File: config.mk
export PLATFORM = sky130hd
export DESIGN_NAME = frame_len_guard
export DESIGN_NICKNAME = d
export VERILOG_FILES = /design/src/rtl/flg_pkg.sv /design/src/rtl/flg_counter.sv /design/src/rtl/flg_len_calc.sv /design/src/rtl/flg_verdict.sv /design/src/rtl/frame_len_guard.sv
export SDC_FILE = /design/constraint.sdc
export NUM_CORES = 1
export LEC_CHECK = 0
export BUFFER_PORTS_ARGS = -buffer_cell sky130_fd_sc_hd__buf_4
export CORE_MARGIN = 2
export CORE_UTILIZATION = 48
export DETAILED_ROUTE_END_ITERATION = 6
export GPL_TIMING_DRIVEN = 0
export HOLD_SLACK_MARGIN = 0.06
export PLACE_DENSITY_LB_ADDON = 0.12
export RECOVER_POWER = 50
export SLEW_MARGIN = 20
export SYNTH_ARGS = -nofsm -noshare
export SYNTH_HDL_FRONTEND = slang
export SYNTH_SLANG_ARGS = --single-unit
File: constraint.sdc
create_clock -name clk -period 2.05 [get_ports clk]
set_input_delay 0.41 -clock clk [delete_from_list [all_inputs] [get_ports clk]]
set_output_delay 0.41 -clock clk [all_outputs]
set_load 0.01 [all_outputs]
File: src/rtl/flg_pkg.sv
`timescale 1ns/1ps
// Package: shared instruction-class encoding for the frame length guard.
// Assumes the decoder presents these class codes on a 3-bit bus.
package flg_pkg;

    typedef enum logic [2:0] {
        OPC_OTHER    = 3'd0,
        OPC_WORD_WR  = 3'd1,
        OPC_FILL_WR  = 3'd2,
        OPC_PAGE_WR  = 3'd3,
        OPC_GREG_WR  = 3'd4,
        OPC_GREG_CLR = 3'd5,
        OPC_RSV6     = 3'd6,
        OPC_RSV7     = 3'd7
    } op_class_e;

    // True for the classes that change stored contents.
    function automatic logic is_modifying(input op_class_e c);
        return (c == OPC_WORD_WR) || (c == OPC_FILL_WR) || (c == OPC_PAGE_WR) ||
               (c == OPC_GREG_WR) || (c == OPC_GREG_CLR);
    endfunction

endpackage

File: src/rtl/flg_counter.sv
`timescale 1ns/1ps
// Module: flg_counter
// Counts serial clock edges from the start bit to the chip-select fall.
// The counter saturates at all ones. Assumes at most one event of each kind per cycle.
// A start strobe takes priority over a chip-select fall in the same cycle.
module flg_counter #(
    parameter int CNT_W = 7
) (
    input  logic             clk,
    input  logic             rst_n,
    input  logic             start_stb,
    input  logic             sclk_stb,
    input  logic             cs_fall_stb,
    output logic             open_q,
    output logic [CNT_W-1:0] cnt_q,
    output logic [CNT_W-1:0] cnt_now,
    output logic             close_evt
);
    localparam logic [CNT_W-1:0] CNT_TOP = {CNT_W{1'b1}};

    // Count including a clock strobe in this cycle, held at the top value.
    always_comb begin
        if (open_q && sclk_stb && (cnt_q != CNT_TOP))
            cnt_now = cnt_q + 1'b1;
        else
            cnt_now = cnt_q;
    end

    // A frame closes on a chip-select fall while it is open.
    always_comb close_evt = open_q && cs_fall_stb && !start_stb;

    // Frame-open flag and the edge count.
    always_ff @(posedge clk) begin
        if (!rst_n) begin
            open_q <= 1'b0;
            cnt_q  <= '0;
        end else if (start_stb) begin
            open_q <= 1'b1;
            cnt_q  <= CNT_W'(1);
        end else if (close_evt) begin
            open_q <= 1'b0;
        end else if (open_q && sclk_stb) begin
            cnt_q  <= cnt_now;
        end
    end

endmodule

File: src/rtl/flg_len_calc.sv
`timescale 1ns/1ps
// Module: flg_len_calc
// Works out the exact frame length for the decoded class and page size.
// Assumes page_words holds the word count minus one.
module flg_len_calc
    import flg_pkg::*;
#(
    parameter int OPC_BITS  = 2,
    parameter int ADDR_BITS = 8,
    parameter int DATA_BITS = 16,
    parameter int PAGE_MAX  = 4,
    parameter int CNT_W     = 7,
    parameter int PW_W      = 2
) (
    input  logic [2:0]       op_class,
    input  logic [PW_W-1:0]  page_words,
    output logic [CNT_W-1:0] exp_len,
    output logic             modifying,
    output logic             len_valid
);
    localparam int HDR_LEN  = 1 + OPC_BITS + ADDR_BITS;
    localparam int WORD_LEN = HDR_LEN + DATA_BITS;

    logic [CNT_W-1:0] page_len [PAGE_MAX];
    op_class_e        cls;

    // One length entry for each page size.
    for (genvar k = 0; k < PAGE_MAX; k++) begin : g_page_len
        assign page_len[k] = CNT_W'(HDR_LEN + DATA_BITS * (k + 1));
    end

    // Pick the expected length for the class.
    always_comb begin
        cls       = op_class_e'(op_class);
        modifying = is_modifying(cls);
        len_valid = 1'b1;
        exp_len   = '0;
        case (cls)
            OPC_WORD_WR, OPC_FILL_WR: exp_len = CNT_W'(WORD_LEN);
            OPC_GREG_WR, OPC_GREG_CLR: exp_len = CNT_W'(HDR_LEN);
            OPC_PAGE_WR: begin
                if (int'(page_words) < PAGE_MAX)
                    exp_len = page_len[int'(page_words)];
                else
                    len_valid = 1'b0;
            end
            default: len_valid = 1'b0;
        endcase
    end

endmodule

File: src/rtl/flg_verdict.sv
`timescale 1ns/1ps
// Module: flg_verdict
// At frame close, compares the count with the expected length and sends one pulse.
// Assumes close_evt lasts one cycle for each frame.
module flg_verdict #(
    parameter int CNT_W = 7
) (
    input  logic             clk,
    input  logic             rst_n,
    input  logic             close_evt,
    input  logic             modifying,
    input  logic             len_valid,
    input  logic [CNT_W-1:0] cnt_now,
    input  logic [CNT_W-1:0] exp_len,
    output logic             commit_q,
    output logic             abort_q
);
    logic match;

    // Exact length match for a class that has a defined length.
    always_comb match = len_valid && (cnt_now == exp_len);

    // Registered go or abort pulse to the sequencer.
    always_ff @(posedge clk) begin
        if (!rst_n) begin
            commit_q <= 1'b0;
            abort_q  <= 1'b0;
        end else begin
            commit_q <= close_evt && modifying && match;
            abort_q  <= close_evt && modifying && !match;
        end
    end

endmodule

File: src/rtl/frame_len_guard.sv
`timescale 1ns/1ps
// Module: frame_len_guard (top)
// Clock-count write guard. Counts serial clock edges for each frame and, when chip
// select falls, sends a commit or abort pulse for instructions that change contents.
// Assumes the decoder presents the strobes as one-cycle events in the clk domain.
module frame_len_guard #(
    parameter  int OPC_BITS  = 2,
    parameter  int ADDR_BITS = 8,
    parameter  int DATA_BITS = 16,
    parameter  int PAGE_MAX  = 4,
    localparam int MAX_LEN   = 1 + OPC_BITS + ADDR_BITS + DATA_BITS * PAGE_MAX,
    localparam int CNT_W     = $clog2(MAX_LEN + 2),
    localparam int PW_W      = (PAGE_MAX > 1) ? $clog2(PAGE_MAX) : 1
) (
    input  logic            clk,
    input  logic            rst_n,
    input  logic            start_stb,
    input  logic            sclk_stb,
    input  logic            cs_fall_stb,
    input  logic [2:0]      op_class,
    input  logic [PW_W-1:0] page_words,
    output logic            commit_o,
    output logic            abort_o
);
    logic             open_q;
    logic [CNT_W-1:0] cnt_q;
    logic [CNT_W-1:0] cnt_now;
    logic             close_evt;
    logic [CNT_W-1:0] exp_len;
    logic             modifying;
    logic             len_valid;

    flg_counter #(.CNT_W(CNT_W)) u_cnt (
        .clk         (clk),
        .rst_n       (rst_n),
        .start_stb   (start_stb),
        .sclk_stb    (sclk_stb),
        .cs_fall_stb (cs_fall_stb),
        .open_q      (open_q),
        .cnt_q       (cnt_q),
        .cnt_now     (cnt_now),
        .close_evt   (close_evt)
    );

    flg_len_calc #(
        .OPC_BITS  (OPC_BITS),
        .ADDR_BITS (ADDR_BITS),
        .DATA_BITS (DATA_BITS),
        .PAGE_MAX  (PAGE_MAX),
        .CNT_W     (CNT_W),
        .PW_W      (PW_W)
    ) u_len (
        .op_class   (op_class),
        .page_words (page_words),
        .exp_len    (exp_len),
        .modifying  (modifying),
        .len_valid  (len_valid)
    );

    flg_verdict #(.CNT_W(CNT_W)) u_vrd (
        .clk       (clk),
        .rst_n     (rst_n),
        .close_evt (close_evt),
        .modifying (modifying),
        .len_valid (len_valid),
        .cnt_now   (cnt_now),
        .exp_len   (exp_len),
        .commit_q  (commit_o),
        .abort_q   (abort_o)
    );

endmodule

# == Word level (Yosys, flattened, before mapping) ==
# Index checks and enable logic that the tools add are counted.
# totals
reg_bits,10
latchBits,0
ramBits,0
memories,0
out_inout_bits,2
in_bits,10
rom_bits,0
wordCells,51
# op_classes
n_reduce_logical,22
n_mul,0
bitwise_logic,3
order_cmp,1
mux,11
n_eq_ne,8
div,0
n_addsub,1
shifts,0
# op_table
cell,n
"greater-or-equal comparator 32 x 3 -> 1 bit, second input constant",1
NOT 2 -> 32 bit,1
two-way mux 7 bit,3
case mux 7 bit (3 select lines),1
binary-select mux 7 bit (select 2 bit),1
logical AND 1 bit,8
"adder 7 x 1 -> 7 bit, second input constant",1
== test 7 bit,1
"inequality test 7 bit, second input constant",1
"== test 3 x 2 -> 1 bit, second input constant",2
"== test 3 bit, second input constant",2
two-way mux 1 bit,6
OR reduction 2 bit,3
OR reduction 5 bit,1
logical OR 1 bit,4
AND reduction 2 bit,2
nonzero test 2 bit,2
"== test 3 x 1 -> 1 bit, second input constant",1
logical NOT 1 bit,2
"inequality test 2 bit, second input constant",1
NOT 1 bit,2

# == Depth between registers and ports, before layout ==
# logic_depth
depth_word,9
ltp_mapped,7
mapped_depth_nobuf,7

# == Modules after synthesis ==
# A second synthesis with hierarchy kept.
# unflattened
cells_unflattened,94
area_unflattened_um2,787.0
# by_module_without_submodules
module,cells_each,n_inst,area_per_inst_um2,seq_area_each_um2
flg_counter,61,1,523.0,160.2
flg_verdict,14,1,133.9,40.0
flg_len_calc,19,1,130.1,0.0

# == Least setup slack after synthesis ==
# Ideal clock, no wire load.
# synth_timing
path_type,register to register
start,register u_cnt.cnt_q[0]
end,register u_vrd.abort_q
required_time_ns,1.935
path_slack_ns,0.044
setup_time_ns,0.115
synth_period_minus_slack_ns,2.006
path_buffers,0
stages_incl_launch_ff,8
t_arrival_ns,1.891
cell_sequence,dfxtp_1 ha_1 nand3_1 o21ai_2 nor3_2 xnor2_1 or4_4 o21ba_1
# synth_via
elab_chain_cells,7
word_cells_on_any_way,8
classes_between,1 x add/sub; 2 x eq/ne; 1 x mux; 4 x reduce/logical
# synth_rtl
element,line,text
from (decl),flg_counter.sv:15,"output logic [CNT_W-1:0] cnt_q,"
from (signal assigned),flg_counter.sv:43,cnt_q <= cnt_now;
"parallel branches: the longest is 2 deep, another holds adder 7 x 1 -> 7 bit",-,
two-way mux 7 bit (*),flg_counter.sv:23,if (open_q && sclk_stb && (cnt_q != CNT_TOP))
== test 7 bit (*),flg_verdict.sv:21,always_comb match = len_valid && (cnt_now == exp_len);
logical AND 1 bit (*),flg_verdict.sv:21,
logical NOT 1 bit (*),flg_verdict.sv:30,abort_q <= close_evt && modifying && !match;
logical AND 1 bit (*),flg_verdict.sv:30,
to (signal assigned),flg_verdict.sv:30,
to (decl),flg_verdict.sv:16,output logic abort_q
# Every way passes the cells marked *.
# A chain may end at the register's enable or synchronous reset.

# == Worst setup path after layout ==
# layout_timing
start,register u_cnt.cnt_q[1]
end,register u_vrd.abort_q
# The elaborated chain is that of the path after synthesis.

==> flow_summary.yaml <==
sta:
  final-hold-violation-count: 0
  rsz0062_at_grt: "false"
  clock_skew_ns: 0.00682
  worst_pin_slew_ns: 0.427
  fin_crit_ns: 1.92
  min_period_over_period: 0.937
  max_freq_mhz: 521
  maxSlewHeadroom: 0.715
  setup_viol: 0
  slew_viol_final: 0
global_route:
  grt_usage: 0.186
  grt_overflow: 0
  antenna_found_initial: 0
  grt_max_degree: 10
  grt_pass1_vias: 637
  grt_pass1_wl_um: 2660
floorplan:
  fp.dieArea_um2: 1900
  initial_core_util: 0.505
  num_io_pins: 12
  die_w_um: 43.6
  coreArea_um2: 1490
  num_rows: 14
  die_h_um: 43.6
synth:
  synthDistinctLibCells: 36
  yosysWarnings: 0
  seq_area_frac_synth: 0.266
  synth_cells: 90
  synth_edf_count: 0
  syn_area_per_cell_um2: 8.36
  ys.flop_type: "dfxtp_1"
  syn_area_um2: 752
  syn_nets: 105
  synthArstFlopShare: 0
  ys_seq_elements: 10
cts:
  clk_pin_slew_ns: 0.08
  cts_max_level: 1
  root_buffer: "clkbuf_4"
  postCtsHoldBufs: 0
  cts_buffers: 3
  ctsLongestPathBuffers: 2
  cts.sinks: 10
  cts_tree: "yes"
  clkLatencyLatePin_ns: 0.28
critical_path:
  cp-end-kind: "flip-flop"
  required_ns: 2.23
  critPathLaunchType: "flip-flop"
  crit_arrival_ns: 2.10
  worst-path-max-fanout: 5
  critical_path_class: "flip-flop to flip-flop"
routing:
  drtIter0Drc: 14
  wl_per_cell_um: 12.8
  drc: 0
  ant_nets: 0
  via_count: 711
  avgViaCountPerCell: 5.55
  firstDrtPassIters: 4
  wl_um: 1630
cells_and_area:
  final_layout_size_suffix_gt1_frac: 0.304
  syn_to_final_growth_pct: 29.8
  diodes: 0
  fin_cells: 128
  nNetsFinal: 128
  fin_area_um2: 976
outcome:
  status: "completed"
min_path:
  hold_path_class: "input pin to flip-flop"
placement:
  dp_hpwl_um: 1210
  place_congestion: 0.862
  placed_area_um2: 855
  dp_cells: 117
  portBuffers: 11
power_and_ir_drop:
  vdd_drop_max_v: 0.000299
  p_leak_uw: 0.000395
  p_per_area_nw_per_um2: 492
job:
  max_cap_violations: 0
## logic make-up after synthesis
logic type,after synthesis,synth area share
AND/OR/NAND/NOR,41,0.311
AO/OA/AOI/OAI,17,0.166
flip-flops,10,0.266
XOR/XNOR,9,0.105
buffers and inverters,6,0.0399
adder cells (fa/ha/maj),5,0.0832
multiplexers,2,0.0283
## area by class of cell
| type | count | area (um2) |
|---|---|---|
| multi-input cells | 74 | 554 |
| fillers | 133 | 513 |
| flip-flops and latches | 10 | 208 |
| repair buffers | 18 | 128 |
| clock buffers | 4 | 36.3 |
| well taps | 16 | 20.0 |
| inverters | 5 | 18.8 |
| plain buffers | 1 | 11.3 |
## per-layer routing
metal / track usage / share of wire / vias up / wire length (um)
li1: - / - / 371 / -
met2: 0.294 / 0.45 / 13 / 743
met4: 0.0909 / 0.017 / 0 / 27
met5: 0 / 0 / - / 0
met1: 0.248 / 0.49 / 324 / 800
met3: 0.0250 / 0.037 / 3 / 61
## cells in the final DEF (no fill, tap or decap), types with 2 or more instances in the layout
master	n
clkbuf_1	2
o21a_1	3
nand2b_1	2
nand2_1	4
dfxtp_1	8
clkbuf_4	3
a21boi_0	2
nand3_1	4
inv_1	5
nand4_1	5
nor3_1	5
xnor2_1	3
a21oi_1	2
nor2b_1	2
buf_4	16
dfxtp_4	2
a41oi_1	2
xor2_1	6
nor2_1	8
ha_1	4
## flip-flops by register name (all words and copies together) (netlist names)
signal and count:
u_vrd.commit_q 1, u_cnt.cnt_q 7, u_cnt.open_q 1, u_vrd.abort_q 1
## metrics by stage
stage	utilization	power, uW	TNS (ns)	worst slack [ns]	hold slack, ns
after floorplan	-	250	0	0.0444	0.481
after global placement	0.574	277	-0.208	-0.150	0.514
after detailed placement	0.574	281	-0.284	-0.182	0.536
after CTS	0.615	474	0	0.0132	0.364
after global routing	0.655	498	0	0.0313	0.377
final	0.655	481	0	0.130	0.369
## critical path: stages, from the launching register on
cell and delay (ns):
dfxtp_4 0.36, ha_4 0.18, and3_2 0.25, a41oi_1 0.25, xor2_1 0.10, or4_4 0.51, o21ba_1 0.18
## power by group
part / switching, uW / internal (uW)
logic: 41.2 / 47.3
registers: 3.68 / 197
clock network: 83.7 / 108
total: 129 / 352
## path summary, 6_finish.rpt
kind	start	endpoint	slack [ns]	depth (start not counted)
worst max-delay path	u_cnt.cnt_q[1]	u_vrd.abort_q	0.13	6
worst min register to register	u_cnt.cnt_q[6]	u_cnt.cnt_q[6]	0.54	2
worst min-delay path	start_stb	u_cnt.open_q	0.37	2
worst max register to register	u_cnt.cnt_q[1]	u_vrd.abort_q	0.13	6
## cells in the mapped netlist (all sizes together) (3+ instances only)
cell type,count,area share
a21oi,3,0.020
dfxtp,10,0.27
ha,5,0.083
inv,5,0.025
nand2,4,0.020
nand3,5,0.033
nand4,5,0.042
nor2,8,0.040
nor3,6,0.047
o21a,3,0.030
xnor2,3,0.035
xor2,6,0.070
## repair_timing
item,4_1_cts,5_1_grt
buffers inserted,2,5
pin swaps,1,2
gates resized for setup,4,6
hold endpoints to repair,0,0
endpoints found under the setup margin,2,2
Power figures use the tool's default switching activity.
